### src/rtl/textRefreshPkg.sv
package textRefreshPkg;
  typedef struct packed {
    logic capture;  // store the offered edit and latch its line
    logic clearCol; // restart the column counter
    logic stepCol;  // move to the next column
    logic selAddr;  // drive the line start location onto the stream
  } refreshStrobes_t;

  typedef enum logic [1:0] {
    ST_IDLE = 2'd0,
    ST_ADDR = 2'd1,
    ST_DATA = 2'd2
  } refreshState_t;
endpackage

### src/rtl/textLineDatapath.sv
module textLineDatapath
  import textRefreshPkg::*;
#(
  parameter int LINES  = 4,
  parameter int COLS   = 16,
  parameter int CHAR_W = 8,
  parameter logic [CHAR_W-1:0] BLANK = 8'h20,
  parameter logic [CHAR_W-1:0] ADDR_BASE = 8'h80,
  parameter logic [CHAR_W-1:0] ODD_STEP  = 8'h10,
  parameter logic [CHAR_W-1:0] HALF_STEP = 8'h08
) (
  input  logic                       clk,
  input  logic                       rstN,
  input  refreshStrobes_t            strobes,
  input  logic [$clog2(LINES)-1:0]   editLine,
  input  logic [$clog2(COLS)-1:0]    editCol,
  input  logic [CHAR_W-1:0]          editChar,
  output logic [CHAR_W-1:0]          outByte,
  output logic                       colLast
);
  localparam int LINE_W = $clog2(LINES);
  localparam int COL_W  = $clog2(COLS);
  localparam logic [COL_W-1:0] LAST_COL = COL_W'(COLS - 1);

  logic [CHAR_W-1:0] shadow [LINES][COLS];
  logic [CHAR_W-1:0] lineBase [LINES];
  logic [LINE_W-1:0] lineReg;
  logic [COL_W-1:0]  colCnt;

  // Line start locations: odd lines sit one row step up, the upper pair
  // sits half a row further on.
  for (genvar l = 0; l < LINES; l++) begin : g_base
    assign lineBase[l] = ADDR_BASE
                       + ((l % 2) != 0 ? ODD_STEP : '0)
                       + CHAR_W'((l / 2) * int'(HALF_STEP));
  end

  always_ff @(posedge clk) begin
    if (!rstN) begin
      for (int l = 0; l < LINES; l++)
        for (int c = 0; c < COLS; c++)
          shadow[l][c] <= BLANK;
      lineReg <= '0;
    end else if (strobes.capture) begin
      shadow[editLine][editCol] <= editChar;
      lineReg <= editLine;
    end
  end

  always_ff @(posedge clk) begin
    if (!rstN)                 colCnt <= '0;
    else if (strobes.clearCol) colCnt <= '0;
    else if (strobes.stepCol)  colCnt <= colCnt + 1'b1;
  end

  assign colLast = (colCnt == LAST_COL);

  always_comb begin
    if (strobes.selAddr) outByte = lineBase[lineReg];
    else                 outByte = shadow[lineReg][colCnt];
  end
endmodule

### src/rtl/textRefreshCtrl.sv
module textRefreshCtrl
  import textRefreshPkg::*;
(
  input  logic            clk,
  input  logic            rstN,
  input  logic            editValid,
  input  logic            outReady,
  input  logic            colLast,
  output logic            editReady,
  output logic            outValid,
  output logic            outRs,
  output refreshStrobes_t strobes
);
  refreshState_t state, stateNext;

  always_ff @(posedge clk) begin
    if (!rstN) state <= ST_IDLE;
    else       state <= stateNext;
  end

  always_comb begin
    stateNext = state;
    unique case (state)
      ST_IDLE: if (editValid) stateNext = ST_ADDR;
      ST_ADDR: if (outReady)  stateNext = ST_DATA;
      ST_DATA: if (outReady && colLast) stateNext = ST_IDLE;
      default: stateNext = ST_IDLE;
    endcase
  end

  always_comb begin
    editReady        = (state == ST_IDLE);
    outValid         = (state != ST_IDLE);
    outRs            = (state == ST_DATA);
    strobes.capture  = (state == ST_IDLE) && editValid;
    strobes.selAddr  = (state == ST_ADDR);
    strobes.clearCol = (state == ST_ADDR) && outReady;
    strobes.stepCol  = (state == ST_DATA) && outReady;
  end
endmodule

### src/rtl/textLineRefresher.sv
module textLineRefresher
  import textRefreshPkg::*;
#(
  parameter int LINES  = 4,
  parameter int COLS   = 16,
  parameter int CHAR_W = 8
) (
  input  logic                      clk,
  input  logic                      rstN,
  input  logic                      editValid,
  output logic                      editReady,
  input  logic [$clog2(LINES)-1:0]  editLine,
  input  logic [$clog2(COLS)-1:0]   editCol,
  input  logic [CHAR_W-1:0]         editChar,
  output logic                      outValid,
  input  logic                      outReady,
  output logic                      outRs,
  output logic [CHAR_W-1:0]         outByte
);
  refreshStrobes_t strobes;
  logic colLast;

  textRefreshCtrl u_ctrl (
    .clk       (clk),
    .rstN      (rstN),
    .editValid (editValid),
    .outReady  (outReady),
    .colLast   (colLast),
    .editReady (editReady),
    .outValid  (outValid),
    .outRs     (outRs),
    .strobes   (strobes)
  );

  textLineDatapath #(
    .LINES  (LINES),
    .COLS   (COLS),
    .CHAR_W (CHAR_W)
  ) u_data (
    .clk      (clk),
    .rstN     (rstN),
    .strobes  (strobes),
    .editLine (editLine),
    .editCol  (editCol),
    .editChar (editChar),
    .outByte  (outByte),
    .colLast  (colLast)
  );
endmodule

### config.mk
export PLATFORM = sky130hd
export DESIGN_NAME = textLineRefresher
export DESIGN_NICKNAME = d
export VERILOG_FILES = /design/src/rtl/textRefreshPkg.sv /design/src/rtl/textLineDatapath.sv /design/src/rtl/textRefreshCtrl.sv /design/src/rtl/textLineRefresher.sv
export SDC_FILE = /design/constraint.sdc
export NUM_CORES = 1
export LEC_CHECK = 0
export ABC_CLOCK_PERIOD_IN_PS = 3600
export BUFFER_PORTS_ARGS = -buffer_cell sky130_fd_sc_hd__buf_4
export CAP_MARGIN = 20
export CELL_PAD_IN_SITES_DETAIL_PLACEMENT = 1
export CELL_PAD_IN_SITES_GLOBAL_PLACEMENT = 2
export CORE_UTILIZATION = 40
export CTS_BUF_LIST = sky130_fd_sc_hd__clkbuf_16
export CTS_CLUSTER_SIZE = 10
export DETAILED_ROUTE_END_ITERATION = 6
export PLACE_DENSITY = 0.73
export SLEW_MARGIN = 20
export SYNTH_ARGS = -nofsm -noshare
export SYNTH_HDL_FRONTEND = slang
export SYNTH_HIERARCHICAL = 1
export SYNTH_SLANG_ARGS = --single-unit
### constraint.sdc
create_clock -name clk -period 3.6 [get_ports clk]
set_input_delay 0.54 -clock clk [delete_from_list [all_inputs] [get_ports clk]]
set_output_delay 0.54 -clock clk [all_outputs]
set_load 0.02 [all_outputs]
==> flow_summary_export.csv, run 1 <==
group,metric,value,unit
worst_setup_path,worstPathBufferInverterCount,4,
die,placement_rows,90,
worst_setup_path,critical_path_sink_type,"output pin",
route,num_vias,14590,
clock_tree,clock_sink_count,522,
worst_setup_path,cp-start-kind,"flop",
flow_run,cap_viol_max_count,0,
worst_setup_path,timing.critical_path.max_delay_family,"multiplexers",
grt,globalRouteOverflowTotal,0,
worst_setup_path,crit_fanout,6,
route,drt-vias-per-instance,5.620,
yosys,syn_avg_cell_area,14.49,um^2
die,die-width,248.7,um
worst_setup_path,cp_cell_sequence,"buf_12 > buf_6 > buf_12 > mux4_2 > mux4_2 > nor4_4 > a211oi_2 > buf_4",
place,place.port_buffers,28,
route,dr.first_iter.drc_count,1246,
cells_and_area,flow.area_growth_from_synthesis,16.67,%
clock_tree,root_buffer,"sky130_fd_sc_hd__clkbuf_16",
grt,grt_max_degree,65,
yosys,yosysTopAreaCellShare,63.15,%
route,drtPass1Iterations,6,
clock_tree,worst_setup_hold_path_clk_slew,0.06,ns
place,place_area,25950,um^2
worst_setup_path,path_depth,8,
pwr,ir_drop,355.6,uV
sta,finalCritPeriodShare,99.64,%
sta,timing.max_slew.rel_slack,45.11,%
grt,overall_fraction_of_global_route_tracks_in_use,22.64,%
worst_setup_path,endpoint,"outByte[7]",
route,totalWireLength,69570,um
sta,tightest_slew,0.8233,ns
run_status,status,"finished, final reports clean",
worst_setup_path,r2r-start,"u_ctrl/state[0]",
pwr,power-per-cell-area,476.5,nW/um^2
cells_and_area,finish.net_count,1795,
worst_setup_path,slowest_stage,"sky130_fd_sc_hd__mux4_2",
sta,drv_slew,0,
die,placeableCoreArea,60250,um^2
sta,post_layout_min_period,3.587,ns
die,die_h,248.7,um
yosys,synth.area.top_cells,"sky130_fd_sc_hd__edfxtp_1, sky130_fd_sc_hd__and2_1, sky130_fd_sc_hd__mux4_2, sky130_fd_sc_hd__mux2i_1, sky130_fd_sc_hd__or3_1",
cells_and_area,share_of_cells_above_drive_strength_1,23.32,%
worst_setup_path,crit_path_max_incr_delay,0.54,ns
sta,clock-skew-final,0.01759,ns
yosys,synth_sequential_area_ratio,63.97,%
route,drcViolationCount,0,
clock_tree,numCtsBuffers,61,
cells_and_area,final_design_area_no_fill,28400,um^2
yosys,netlist.top_cell.by_area,"sky130_fd_sc_hd__edfxtp_1",
worst_setup_path,timing.rr.end,"u_data/shadow[1][47]",
grt,antenna_violations_before_repair,0,
worst_setup_path,reg2regPathDepth,9,
route,avgRoutedWirePerCell,26.80,um
yosys,synthFlopType,"sky130_fd_sc_hd__edfxtp_1",
yosys,postSynthNetCount,1699,
yosys,synthesis.instances,1680,
yosys,yosys_warnings,6,
pwr,post-layout-total-power,13540,uW
worst_setup_path,regToRegSetupSlack,0.71,ns
sta,final_hold_viol_count,0,
die,start_util,40.41,%
yosys,synth-seq-cells,522,
die,die-area,61850,um^2
route,antenna_nets_post_route,0,
cells_and_area,num_antenna_cells,0,
die,num_io_pins,29,
worst_setup_path,worst-endpoint-required,3.06,ns
sta,timing.fmax,278.8,MHz
clock_tree,cts_tree,"done",
pwr,leakage_component_of_the_power,0.009979,uW
grt,grt_pass1_vias,15340,
cells_and_area,finish.utilization,47.15,%
yosys,synth.distinct_cells,53,
place,place.gp.congestion,0.8065,
clock_tree,clk_latency,0.63,ns
worst_setup_path,kind_of_critical_path,"flop to output pin",
sta,setup_repair_after_global_routing_missed_its_margin,"true",
sta,setup_viol,0,
grt,grt_pass1_wl,103300,um
yosys,async_set_reset_flop_share_out_of_synthesis,0,%
yosys,post_synth_instance_area,24350,um^2
worst_setup_path,crit_arrival,3.05,ns
worst_hold_path,min_path_type,"primary input to flop",
clock_tree,clk_path_buf_depth,3,
yosys,count_of_flip_flops_with_a_built_in_enable_after_synthesis,512,
clock_tree,htree_num_levels,2,
place,hpwlAfterDp,44400,um
==> cell usage in the layout (no fill, tap or decap), drive strengths merged, types with 4 or more instances in the layout <==
cell	count
a32oi	4
a22oi	12
inv	32
mux2i	51
o21bai	5
mux4	110
nand2	26
nand2b	7
o21ai	75
clkinv	12
a211oi	4
buf	181
nor2b	15
nor2	76
nor3	4
and2	453
edfxtp	512
nand3	11
clkbuf	63
or3	64
a221oi	29
dfxtp	10
mux2	6
a21oi	7
o2111ai	4
==> per-layer routing <==
| metal | vias to the layer above | track usage (%) | share of wire (%) |
|---|---|---|---|
| met4 | 0 | 6.016 | 2.1 |
| met1 | 7643 | 31.78 | 45 |
| met3 | 88 | 3.908 | 5.4 |
| li1 | 6441 | - | - |
| met5 | - | 0 | 0 |
| met2 | 417 | 36.44 | 48 |
==> state kept, by name, summed over array words and instances (netlist names), named ones only <==
signal	cells
u_data/lineReg	2
u_data/colCnt	4
u_data/shadow	512
u_ctrl/state	2
==> metrics by stage <==
stage	hold WS, ns	setup slack [ns]	instances	TNS [ns]
after CTS	0.2372	-0.02218	2584	-0.02218
after detailed placement	0.5105	0.3057	2467	0
after global placement	0.4816	0.2429	2467	0
after floorplan	0.4604	0.8518	1680	0
final	0.2701	0.01308	2596	0
after global routing	0.2771	-0.02672	2596	-0.07933
==> tightest hold or removal path: stages <==
cell	delay (ns)
sky130_fd_sc_hd__buf_4	0.11
sky130_fd_sc_hd__mux2i_1	0.12
sky130_fd_sc_hd__nor3b_1	0.07
==> cells in the mapped netlist, drive strengths merged, types with 3 or more instances <==
cell,count
edfxtp,512
xnor2,3
or3,64
a211oi,4
inv,6
and2,453
a22oi,12
a31oi,3
a32oi,4
nor3,4
nand2b,7
o21ai,75
and4b,3
nor2b,15
clkbuf,106
mux2i,51
dfxtp,10
a221oi,29
nor2,76
nor3b,3
a21oi,7
buf,43
nand2,26
mux4,110
o21bai,5
o2111ai,4
nand3,11
mux2,6
==> power breakdown <==
group          internal, uW  switching (uW)  leakage (uW)
logic                   452             680       0.00380
clock network          3090            2400      0.000940
registers              6840            75.6       0.00524
==> layout make-up <==
class                   instances  area (um^2)
fillers                      5877        31840
flip-flops and latches        522        15580
multi-input cells            1002         8407
repair buffers                182         1678
clock buffers                  63         1577
well taps                     782        978.4
clock inverters                38        151.4
inverters                       7        30.03
==> repair_timing <==
action / CTS / global route
hold buffers: 0 / 0
buffers inserted: 14 / 13
resized for setup: 41 / 43
cloned: 2 / 0
endpoints found under the setup margin: 8 / 8
pin swaps: 2 / 12
==> worst min-delay path by stage <==
stage | cells past startpoint | start | endpoint
2_1_floorplan | 1 | u_ctrl/state[1] | u_ctrl/state[0]
3_3_place_gp | 1 | u_ctrl/state[1] | u_ctrl/state[0]
3_5_place_dp | 1 | u_ctrl/state[1] | u_ctrl/state[0]
4_1_cts | 3 | editValid | u_ctrl/state[0]
5_1_grt | 3 | editValid | u_ctrl/state[0]
6_report | 3 | editValid | u_ctrl/state[0]
==> cell families (layout without fill, tap and decap cells) <==
group / count (synthesis) / in the layout / share of synthesized area (%)
AO/OA/AOI/OAI: 158 / 158 / 4.260
XOR/XNOR: 3 / 3 / 0.1079
adder cells (fa/ha/maj): 1 / 1 / 0.05138
buffers and inverters: 156 / 290 / 2.760
flip-flops: 522 / 522 / 63.97
multiplexers: 167 / 167 / 12.55
AND/OR/NAND/NOR: 673 / 673 / 16.30
Power figures use the tool's default switching activity.
==> run 2, diff against run 1 <==
- CORE_UTILIZATION: 40 -> 47
- PLACE_DENSITY: 0.73 -> 0.83
==> run 2 against run 1 <==
  * The run now ends with negative setup slack left
  * Fmax down 1.1%
  * Routed wire length shrank 0.77%
  * Clock skew is 0.0011 ns higher
  * Largest cell class unchanged
  * Largest power group unchanged
  * Highest routed layer unchanged
==> flow_summary_export.csv, run 2 (synthesized netlist as in run 1, its figures left out) <==
group,metric,value,unit
run_status,status,"finished with violations",
run_status,failing_checks,"negative setup slack",
sta,tightest_slew,0.8408,ns
clock_tree,root_buffer,"sky130_fd_sc_hd__clkbuf_16",
worst_hold_path,min_path_type,"primary input to flop",
sta,post_layout_min_period,3.626,ns
clock_tree,clock_sink_count,522,
worst_setup_path,kind_of_critical_path,"flop to output pin",
grt,grt_pass1_vias,15370,
worst_setup_path,cp-start-kind,"flop",
grt,antenna_violations_before_repair,0,
clock_tree,postCtsHoldBufs,0,
pwr,ir_drop,353.3,uV
cells_and_area,flip_flop_count_of_the_largest_register_all_copies_and_words_added,512,
die,start_util,47.55,%
die,num_io_pins,29,
place,place_area,25720,um^2
cells_and_area,flow.area_growth_from_synthesis,14.79,%
clock_tree,cts_tree,"done",
sta,drv_slew,0,
worst_setup_path,worstPathBufferInverterCount,4,
route,avgRoutedWirePerCell,28.02,um
pwr,leakage_component_of_the_power,0.009783,uW
worst_setup_path,worst-endpoint-required,3.06,ns
die,die_h,229.6,um
route,drcViolationCount,0,
route,antenna_nets_post_route,0,
clock_tree,htree_num_levels,2,
grt,grt_pass1_wl,100700,um
sta,setup_viol,1,
sta,timing.fmax,275.8,MHz
cells_and_area,layout_top_registers,"u_data/shadow: 512 flops, u_data/colCnt: 4 flops",
worst_setup_path,crit_path_max_incr_delay,0.52,ns
cells_and_area,regMostFlops,"u_data/shadow",
place,hpwlAfterDp,43630,um
clock_tree,worst_setup_hold_path_clk_slew,0.06,ns
cells_and_area,leading_cell_types_in_the_layout_fill_and_taps_excluded,"sky130_fd_sc_hd__edfxtp_1, sky130_fd_sc_hd__and2_1, sky130_fd_sc_hd__buf_4",
sta,clock-skew-final,0.01869,ns
worst_setup_path,crit_fanout,9,
cells_and_area,share_of_cells_above_drive_strength_1,22.49,%
die,die-width,229.6,um
worst_setup_path,crit_arrival,3.09,ns
die,die-area,52710,um^2
sta,setup_ws,-0.02605,ns
flow_run,cap_viol_max_count,0,
route,totalWireLength,69030,um
die,placeableCoreArea,51200,um^2
cells_and_area,final.fill_count,4825,
pwr,power-per-cell-area,474.0,nW/um^2
pwr,post-layout-total-power,13250,uW
route,drt-vias-per-instance,5.968,
clock_tree,clk_path_buf_depth,3,
worst_setup_path,critical_path_sink_type,"output pin",
sta,final_hold_viol_count,0,
cells_and_area,final_design_area_no_fill,27950,um^2
die,placement_rows,83,
clock_tree,clk_latency,0.61,ns
worst_setup_path,cp_cell_sequence,"buf_12 > buf_16 > buf_4 > mux2i_1 > a221oi_1 > a221oi_2 > o2111ai_2 > and4b_1 > buf_4",
worst_setup_path,timing.critical_path.max_delay_family,"compound AO/OA/AOI/OAI gates",
cells_and_area,final_common_cell,"sky130_fd_sc_hd__edfxtp_1",
place,place.gp.congestion,0.8267,
grt,globalRouteOverflowTotal,0,
sta,setup_repair_after_global_routing_missed_its_margin,"true",
sta,timing.max_slew.rel_slack,43.95,%
grt,overall_fraction_of_global_route_tracks_in_use,26.02,%
worst_setup_path,slowest_stage,"sky130_fd_sc_hd__a221oi_1",
sta,finalCritPeriodShare,100.7,%
worst_setup_path,cp_common_cell,"sky130_fd_sc_hd__buf_4",
place,place.port_buffers,28,
clock_tree,numCtsBuffers,59,
route,dr.first_iter.drc_count,1494,
route,drtPass1Iterations,5,
route,num_vias,14710,
sta,hold_slack,0.2722,ns
grt,grt_max_degree,65,
cells_and_area,finish.net_count,1772,
-- run 2: cell types whose count changed in the layout (fill, tap and decap cells not counted), sizes merged --
| cell | change |
|---|---|
| bufbuf | -1 |
| buf | -22 |
| clkinv | -9 |
| inv | +3 |
| diode | +1 |
| clkbuf | -2 |
-- run 2: per-layer routing --
layer / global-route usage [%] / vias up / part of all wire [%]
met5: 0 / - / 0
met1: 35.59 / 7739 / 42
met2: 42.33 / 471 / 49
met4: 8.021 / 0 / 2.6
li1: - / 6386 / -
met3: 4.744 / 110 / 5.9
-- run 2: metrics by stage --
step | worst slack [ns] | utilization [%] | TNS, ns | cells
4_1_cts | -0.02100 | 53.79 | -0.06977 | 2450
6_report | -0.02605 | 54.58 | -0.02605 | 2464
5_1_grt | -0.02222 | 54.58 | -0.05753 | 2463
2_1_floorplan | 0.8518 | - | 0 | 1680
3_5_place_dp | 0.3188 | 50.23 | 0 | 2351
3_3_place_gp | 0.2768 | 50.23 | 0 | 2351
-- run 2: report_power, final --
part	internal [uW]	switching [uW]	total, uW
Sequential	6840	75.4	6920
Clock	2900	2320	5210
Combinational	436	681	1120
-- run 2: worst reg2reg max path, cell delays in order (launching register included) --
cell                      delay (ns)
sky130_fd_sc_hd__dfxtp_1        0.35
sky130_fd_sc_hd__or2_4          0.27
sky130_fd_sc_hd__inv_2          0.06
sky130_fd_sc_hd__and2_1         0.35
sky130_fd_sc_hd__nand2_1        0.16
sky130_fd_sc_hd__nor3_1         0.60
sky130_fd_sc_hd__nand3_1        0.53
sky130_fd_sc_hd__o21ai_0        0.41
sky130_fd_sc_hd__buf_4          0.23
-- run 2: final timing paths --
path / start / to / slack [ns] / cells after the start
min: editValid / u_ctrl/state[0] / 0.27 / 3
min reg2reg: u_ctrl/state[1] / u_ctrl/state[0] / 0.51 / 1
max reg2reg: u_ctrl/state[0] / u_data/shadow[0][27] / 0.34 / 8
max: flop / outByte[6] / -0.03 / 9
-- run 2: area by class of cell --
type,count,area (um^2),share of cell area (%)
sequential,522,15580,55.76
multi-input combinational,1002,8418,30.12
clock buffer,59,1476,5.283
timing repair buffer,161,1459,5.220
tap,680,850.8,3.045
clock inverter,32,128.9,0.4612
inverter,7,26.28,0.09402
antenna,1,2.502,0.008955
-- run 2: repair_timing --
| action | 4_1_cts | 5_1_grt |
|---|---|---|
| pin swaps | 2 | 12 |
| gates cloned | 0 | 2 |
| setup endpoints to repair | 8 | 8 |
| resized for setup | 26 | 55 |
| setup buffers | 8 | 11 |
